$ cat src/rtl/audclk_pkg.sv
package audclk_pkg;

  // Last value of the fine counter before it wraps.
  // Divided mode counts master half-periods (2F of them); direct mode counts source cycles (F).
  function automatic int fine_last(input bit dir, input int code);
    return dir ? code : (2 * code + 1);
  endfunction

  // Last fine-counter value during which the bit clock level stays high.
  // Divided mode: F half-periods high. Direct mode: ceil(F/2) cycles high.
  function automatic int bclk_high_last(input bit dir, input int code);
    return dir ? (code / 2) : code;
  endfunction

  // Source cycles in one master half-period for a given prescale/modulus setting.
  function automatic int half_len(input bit pre8, input int pre_div, input int mcode);
    return (pre8 ? pre_div : 1) * (mcode + 1);
  endfunction

endpackage

$ cat src/rtl/audclk_upper_div.sv
module audclk_upper_div #(
  parameter int PRE_DIV = 8,
  parameter int MOD_W   = 8
) (
  input  logic             clk,
  input  logic             rst,
  input  logic             clr,
  input  logic             adv,
  input  logic             pre_sel,
  input  logic [MOD_W-1:0] mod_last,
  output logic             wrap,
  output logic             origin
);
  localparam int PRE_W = (PRE_DIV > 1) ? $clog2(PRE_DIV) : 1;

  logic             pre_done;
  logic             pre_zero;
  logic [MOD_W-1:0] mcnt;
  logic             mod_done;

  generate
    if (PRE_DIV > 1) begin : g_pre
      logic [PRE_W-1:0] pcnt;
      logic [PRE_W-1:0] plim;

      assign plim     = pre_sel ? PRE_W'(PRE_DIV - 1) : '0;
      assign pre_done = (pcnt == plim);
      assign pre_zero = (pcnt == '0);

      always_ff @(posedge clk) begin
        if (rst || clr) begin
          pcnt <= '0;
        end else if (adv) begin
          pcnt <= pre_done ? '0 : pcnt + 1'b1;
        end
      end

      // prescale counter never passes its selected limit
      assert_pcnt_range_R2: assert property (@(posedge clk) disable iff (rst)
        adv |-> (pcnt <= plim));
    end else begin : g_nopre
      assign pre_done = 1'b1;
      assign pre_zero = 1'b1;
    end
  endgenerate

  assign mod_done = (mcnt == mod_last);

  always_ff @(posedge clk) begin
    if (rst || clr) begin
      mcnt <= '0;
    end else if (adv && pre_done) begin
      mcnt <= mod_done ? '0 : mcnt + 1'b1;
    end
  end

  assign wrap   = pre_done && mod_done;
  assign origin = pre_zero && (mcnt == '0);

  // modulus counter stays within the programmed range
  assert_mcnt_range_R3: assert property (@(posedge clk) disable iff (rst)
    adv |-> (mcnt <= mod_last));

endmodule

$ cat src/rtl/audclk_fine_div.sv
module audclk_fine_div #(
  parameter int FINE_W = 4
) (
  input  logic              clk,
  input  logic              rst,
  input  logic              clr,
  input  logic              step,
  input  logic              dir,
  input  logic [FINE_W-1:0] fine_code,
  output logic [FINE_W:0]   fcnt,
  output logic              fterm
);
  localparam int FCW = FINE_W + 1;

  logic [FCW-1:0] top;

  assign top   = FCW'(audclk_pkg::fine_last(dir, int'(fine_code)));
  assign fterm = step && (fcnt == top);

  always_ff @(posedge clk) begin
    if (rst || clr) begin
      fcnt <= '0;
    end else if (step) begin
      fcnt <= fterm ? '0 : fcnt + 1'b1;
    end
  end

  // fine counter never exceeds the last value for the active setting
  assert_fcnt_range_R5: assert property (@(posedge clk) disable iff (rst)
    !clr |-> (fcnt <= top));

endmodule

$ cat src/rtl/audclk_out_gen.sv
module audclk_out_gen #(
  parameter int FINE_W = 4
) (
  input  logic              run,
  input  logic              dir,
  input  logic              origin,
  input  logic [FINE_W:0]   fcnt,
  input  logic [FINE_W-1:0] fine_code,
  output logic              mclk_tick,
  output logic              mclk_lvl,
  output logic              bclk_tick,
  output logic              bclk_lvl
);
  localparam int FCW = FINE_W + 1;

  logic [FCW-1:0] hi_last;
  logic           first_half;

  assign hi_last    = FCW'(audclk_pkg::bclk_high_last(dir, int'(fine_code)));
  assign first_half = ~fcnt[0];

  assign mclk_tick = run & (dir | (origin & first_half));
  assign mclk_lvl  = run & (dir | first_half);
  assign bclk_tick = run & origin & (fcnt == '0);
  assign bclk_lvl  = run & (fcnt <= hi_last);

endmodule

$ cat src/rtl/audclk_div_chain.sv
module audclk_div_chain #(
  parameter int PRE_DIV = 8,
  parameter int MOD_W   = 8,
  parameter int FINE_W  = 4
) (
  input  logic              clk,
  input  logic              rst,
  input  logic              en,
  input  logic              pre_sel,
  input  logic [MOD_W-1:0]  mod_code,
  input  logic [FINE_W-1:0] fine_code,
  input  logic              direct,
  output logic              mclk_tick,
  output logic              mclk_lvl,
  output logic              bclk_tick,
  output logic              bclk_lvl
);
  localparam int FCW = FINE_W + 1;

  // active (latched) settings
  logic              run;
  logic              act_pre;
  logic              act_dir;
  logic [MOD_W-1:0]  act_mod;
  logic [FINE_W-1:0] act_fine;

  // internal events, named for the assertions
  logic           up_adv;
  logic           up_wrap;
  logic           up_origin;
  logic           step;
  logic           fterm;
  logic           latch_cfg;
  logic           cnt_clr;
  logic [FCW-1:0] fcnt;

  assign cnt_clr   = ~en;
  assign up_adv    = run & en & ~act_dir;
  assign step      = run & en & (act_dir | up_wrap);
  assign latch_cfg = ~en | fterm;

  always_ff @(posedge clk) begin
    if (rst) begin
      run      <= 1'b0;
      act_pre  <= 1'b0;
      act_dir  <= 1'b0;
      act_mod  <= '0;
      act_fine <= '0;
    end else begin
      run <= en;
      if (latch_cfg) begin
        act_pre  <= pre_sel;
        act_dir  <= direct;
        act_mod  <= mod_code;
        act_fine <= fine_code;
      end
    end
  end

  audclk_upper_div #(.PRE_DIV(PRE_DIV), .MOD_W(MOD_W)) u_upper (
    .clk      (clk),
    .rst      (rst),
    .clr      (cnt_clr),
    .adv      (up_adv),
    .pre_sel  (act_pre),
    .mod_last (act_mod),
    .wrap     (up_wrap),
    .origin   (up_origin)
  );

  audclk_fine_div #(.FINE_W(FINE_W)) u_fine (
    .clk       (clk),
    .rst       (rst),
    .clr       (cnt_clr),
    .step      (step),
    .dir       (act_dir),
    .fine_code (act_fine),
    .fcnt      (fcnt),
    .fterm     (fterm)
  );

  audclk_out_gen #(.FINE_W(FINE_W)) u_out (
    .run       (run),
    .dir       (act_dir),
    .origin    (up_origin),
    .fcnt      (fcnt),
    .fine_code (act_fine),
    .mclk_tick (mclk_tick),
    .mclk_lvl  (mclk_lvl),
    .bclk_tick (bclk_tick),
    .bclk_lvl  (bclk_lvl)
  );

  // nothing leaves the block while it is idle
  assert_idle_low_R1: assert property (@(posedge clk) disable iff (rst)
    !run |-> !(mclk_tick | mclk_lvl | bclk_tick | bclk_lvl));

  // a master pulse only ever opens a high half-period
  assert_mtick_level_R4: assert property (@(posedge clk) disable iff (rst)
    mclk_tick |-> mclk_lvl);

  // a bit-clock pulse only ever opens a high phase
  assert_btick_level_R5: assert property (@(posedge clk) disable iff (rst)
    bclk_tick |-> bclk_lvl);

  // bit-clock periods start on master-clock period starts
  assert_bclk_on_mclk_R6: assert property (@(posedge clk) disable iff (rst)
    bclk_tick |-> mclk_tick);

  // direct mode passes the source rate straight through
  assert_direct_mclk_R7: assert property (@(posedge clk) disable iff (rst)
    (run && act_dir) |-> (mclk_tick && mclk_lvl));

  // settings only move at a period boundary or while disabled
  assert_cfg_hold_R9: assert property (@(posedge clk) disable iff (rst)
    (run && $past(run) && !$past(fterm)) |->
      ($stable(act_mod) && $stable(act_fine) && $stable(act_pre) && $stable(act_dir)));

  // the first running cycle starts both periods
  assert_start_tick_R10: assert property (@(posedge clk) disable iff (rst)
    $rose(run) |-> (bclk_tick && mclk_tick));

endmodule

$ cat config.mk
export PLATFORM = sky130hd
export DESIGN_NAME = audclk_div_chain
export DESIGN_NICKNAME = d
export VERILOG_FILES = /design/src/rtl/audclk_pkg.sv /design/src/rtl/audclk_upper_div.sv /design/src/rtl/audclk_fine_div.sv /design/src/rtl/audclk_out_gen.sv /design/src/rtl/audclk_div_chain.sv
export SDC_FILE = /design/constraint.sdc
export NUM_CORES = 1
export LEC_CHECK = 0
export BUFFER_PORTS_ARGS = -buffer_cell sky130_fd_sc_hd__buf_2
export CAP_MARGIN = 15
export CELL_PAD_IN_SITES_DETAIL_PLACEMENT = 0
export CELL_PAD_IN_SITES_GLOBAL_PLACEMENT = 1
export CORE_MARGIN = 2
export CORE_UTILIZATION = 30
export CTS_BUF_LIST = sky130_fd_sc_hd__clkbuf_16
export DETAILED_ROUTE_END_ITERATION = 8
export GPL_TIMING_DRIVEN = 0
export PLACE_DENSITY_LB_ADDON = 0.1
export SYNTH_ARGS = -nofsm -noshare
export SYNTH_HDL_FRONTEND = slang
export SYNTH_SLANG_ARGS = --single-unit
$ cat constraint.sdc
create_clock -name clk -period 3.5 [get_ports clk]
set_clock_uncertainty 0.2 [all_clocks]
set_input_delay 0.35 -clock clk [delete_from_list [all_inputs] [get_ports clk]]
set_output_delay 0.35 -clock clk [all_outputs]
set_load 0.03 [all_outputs]
==> flow_summary.json <==
{
  "status": "complete, no violations",
  "drive_above_1_share": 0.2454,
  "die_y_um": 82.25,
  "coreArea_sq_um": 5921,
  "hold_viol": 0,
  "cp_max_fo": 10,
  "end_kind": "output pin",
  "start_util": 0.3102,
  "clock.fmax_mhz": 341.3,
  "fin_nets": 242,
  "p_clk_frac": 0.456,
  "power.density_nw_per_um2": 420.8,
  "seq_power_share": 0.414,
  "wl_per_cell_um": 15.24,
  "grtUsageMet2": 0.2556,
  "reg2regPathDepth": 6,
  "syn_nets": 216,
  "slowest_delay_ns": 0.42,
  "antenna_left": 0,
  "synth.top_cells.by_count": "dfxtp_1, xor2_1, nor2_1, a22o_1, ha_1",
  "yosysWarnings": 0,
  "final.setup.tns_ns": 0,
  "clock_latency_ns": 0.27,
  "ir_worst_vdd_mv": 0.1722,
  "critPathKind": "reg2out",
  "synth_enable_flop_cells": 0,
  "syn_area_sq_um": 1837,
  "n_antenna_cell": 0,
  "cts-htree-levels": 2,
  "synth-seq-area-share": 0.3379,
  "postSynth.asyncResetShare": 0,
  "portBuffers": 19,
  "hpwl_um": 3299,
  "cp.arrival_ns": 2.38,
  "relSlewSlack": 0.6126,
  "finalWeightedCongestion": 0.7246,
  "fp.dieW_um": 82.25,
  "holdPathStages": 2,
  "utilization": 0.3658,
  "synth_flop_cell": "dfxtp_1",
  "grt_pass1_vias": 1582,
  "grt_max_degree": 11,
  "synth_seq_cells": 31,
  "critPathRequiredTime_ns": 2.95,
  "synth_most_common_cell": "dfxtp_1",
  "drt_pass1_iterations": 4,
  "cts.repair_timing.setup_buffer_count": 0,
  "hold_class": "in2reg",
  "drc": 0,
  "drt-initial-drc-count": 63,
  "placed_area_sq_um": 2026,
  "synth.top_cell.area_share": 0.3379,
  "numCtsBuffers": 5,
  "yosysTopAreaCell": "dfxtp_1",
  "grt_setup_unrepaired": "no",
  "comb_power_share": 0.131,
  "grt_pass1_wl_um": 7548,
  "swShare": 0.2584,
  "vias": 1537,
  "cts.sinks": 31,
  "grt_overflow_total": 0,
  "final_area_sq_um": 2166,
  "critPathLaunchType": "flop",
  "p_int_uw": 675.9,
  "ctsResizeCount": 0,
  "areaGrowthSynthToFinish_pct": 17.92,
  "busiest_layer": "met2",
  "met3_usage": 0.03370,
  "path_cells": "buf_2, mux2i_1, ha_1, nor2b_1, o21a_1, o21a_1, o21ai_0, and3b_1, buf_2",
  "clkTransAtPathRegs_ns": 0.06,
  "ios": 21,
  "period_share": 0.8372,
  "synth_cell_types": 52,
  "min_period_ns": 2.930,
  "grt_util_met1": 0.1685,
  "tightest_slew_ns": 0.5758,
  "avgSynthCellArea_sq_um": 9.718,
  "wl_um": 4434,
  "setup_viol": 0,
  "syn_inst": 189,
  "cts_max_path_buffers": 2,
  "root_buffer": "clkbuf_16",
  "maxCapViolCount": 0,
  "leakage_nw": 0.8919,
  "cts_tree": "done",
  "cts_hold_buf": 0,
  "cp_slowest_cell": "dfxtp_1",
  "die-area_sq_um": 6764,
  "timing.final.max_slew_violations": 0,
  "grt.total_usage": 0.1468,
  "p_switching_uw": 235.5,
  "synthTopCellsByArea": "dfxtp_1, xor2_1, ha_1",
  "antenna_found_initial": 0,
  "viasPerCell": 5.282,
  "rows": 28
}
[metrics by stage]
| step | setup slack, ns | power [mW] | hold WS (ns) | instances |
|---|---|---|---|---|
| floorplan | 1.039 | 0.4697 | 0.2191 | 189 |
| global placement | 0.8275 | 0.5000 | 0.2928 | 283 |
| detailed placement | 0.8277 | 0.5045 | 0.2920 | 283 |
| CTS | 0.5239 | 0.9226 | 0.08341 | 291 |
| global route | 0.4228 | 0.9497 | 0.09493 | 291 |
| finish | 0.5697 | 0.9114 | 0.08793 | 291 |
[worst paths after layout]
check,slack [ns],endpoint,start
min,0.09,act_mod[7]$_SDFFE_PP0P_,mod_code[7]
max reg2reg,1.10,act_mod[1]$_SDFFE_PP0P_,act_dir$_SDFFE_PP0P_
max,0.57,bclk_lvl,act_dir$_SDFFE_PP0P_
min reg2reg,0.30,act_mod[4]$_SDFFE_PP0P_,act_mod[4]$_SDFFE_PP0P_
[area by class of cell]
cell class              instances  area [sq um]
well taps                      75         93.84
multi-input cells             142          1127
fillers                       598          3755
clock buffers                   5         125.1
plain buffers                   7         55.05
inverters                       9         33.78
clock inverters                 3         15.01
repair buffers                 19         95.09
flip-flops and latches         31         620.6
[per-layer routing]
| layer | up-vias | routed length (um) | part of all wire |
|---|---|---|---|
| li1 | 756 | - | - |
| met1 | 732 | 1910 | 0.43 |
| met2 | 38 | 2187 | 0.49 |
| met3 | 11 | 183 | 0.041 |
| met4 | 0 | 153 | 0.035 |
| met5 | - | 0 | 0 |
[cell usage in the layout, fill, tap and decap left out, types with 4 or more instances in the layout]
cell,netlist,layout
dfxtp_1,31,31
buf_2,2,21
xor2_1,17,17
nor2_1,14,14
a22o_1,10,10
ha_1,10,10
inv_1,9,9
nand3_1,7,7
nand4_1,7,7
nand2_1,7,7
a21oi_1,6,6
mux2i_1,5,5
nor4_1,5,5
clkbuf_16,0,5
o21a_1,4,4
o21ai_0,4,4
[cells by family (layout without fill, tap and decap cells)]
group | count (synthesis) | after routing | share of synthesized area
AOI/OAI and AO/OA | 41 | 41 | 0.1887
buffers and inverters | 16 | 43 | 0.04836
xor gates and xnor gates | 20 | 20 | 0.09537
DFF | 31 | 31 | 0.3379
adders and majority gates | 10 | 10 | 0.06812
and+or+nand+nor | 65 | 65 | 0.2282
muxes | 6 | 6 | 0.03338
[flip-flops by register name, summed over array words and instances (netlist names)]
register	cells
u_upper.mcnt	8
u_fine.fcnt	5
act_fine	4
act_pre	1
act_dir	1
act_mod	8
u_upper.g_pre.pcnt	3
run	1
[worst max-delay path: cells and delay by family (launching register included)]
kind / cells / cell delay [ns]
AOI/OAI and AO/OA: 3 / 0.44
adders and majority gates: 1 / 0.25
buffers and inverters: 2 / 0.47
DFF: 1 / 0.42
and+or+nand+nor: 2 / 0.30
muxes: 1 / 0.22
[power by group through the flow]
stage	registers (mW)	clock network, mW	logic [mW]
after detailed placement	0.385	0	0.120
after floorplan	0.380	0	0.0894
after global routing	0.378	0.440	0.131
after CTS	0.377	0.425	0.120
final	0.377	0.415	0.119
after global placement	0.384	0	0.116
No activity file was read; power rests on OpenSTA's default activity.
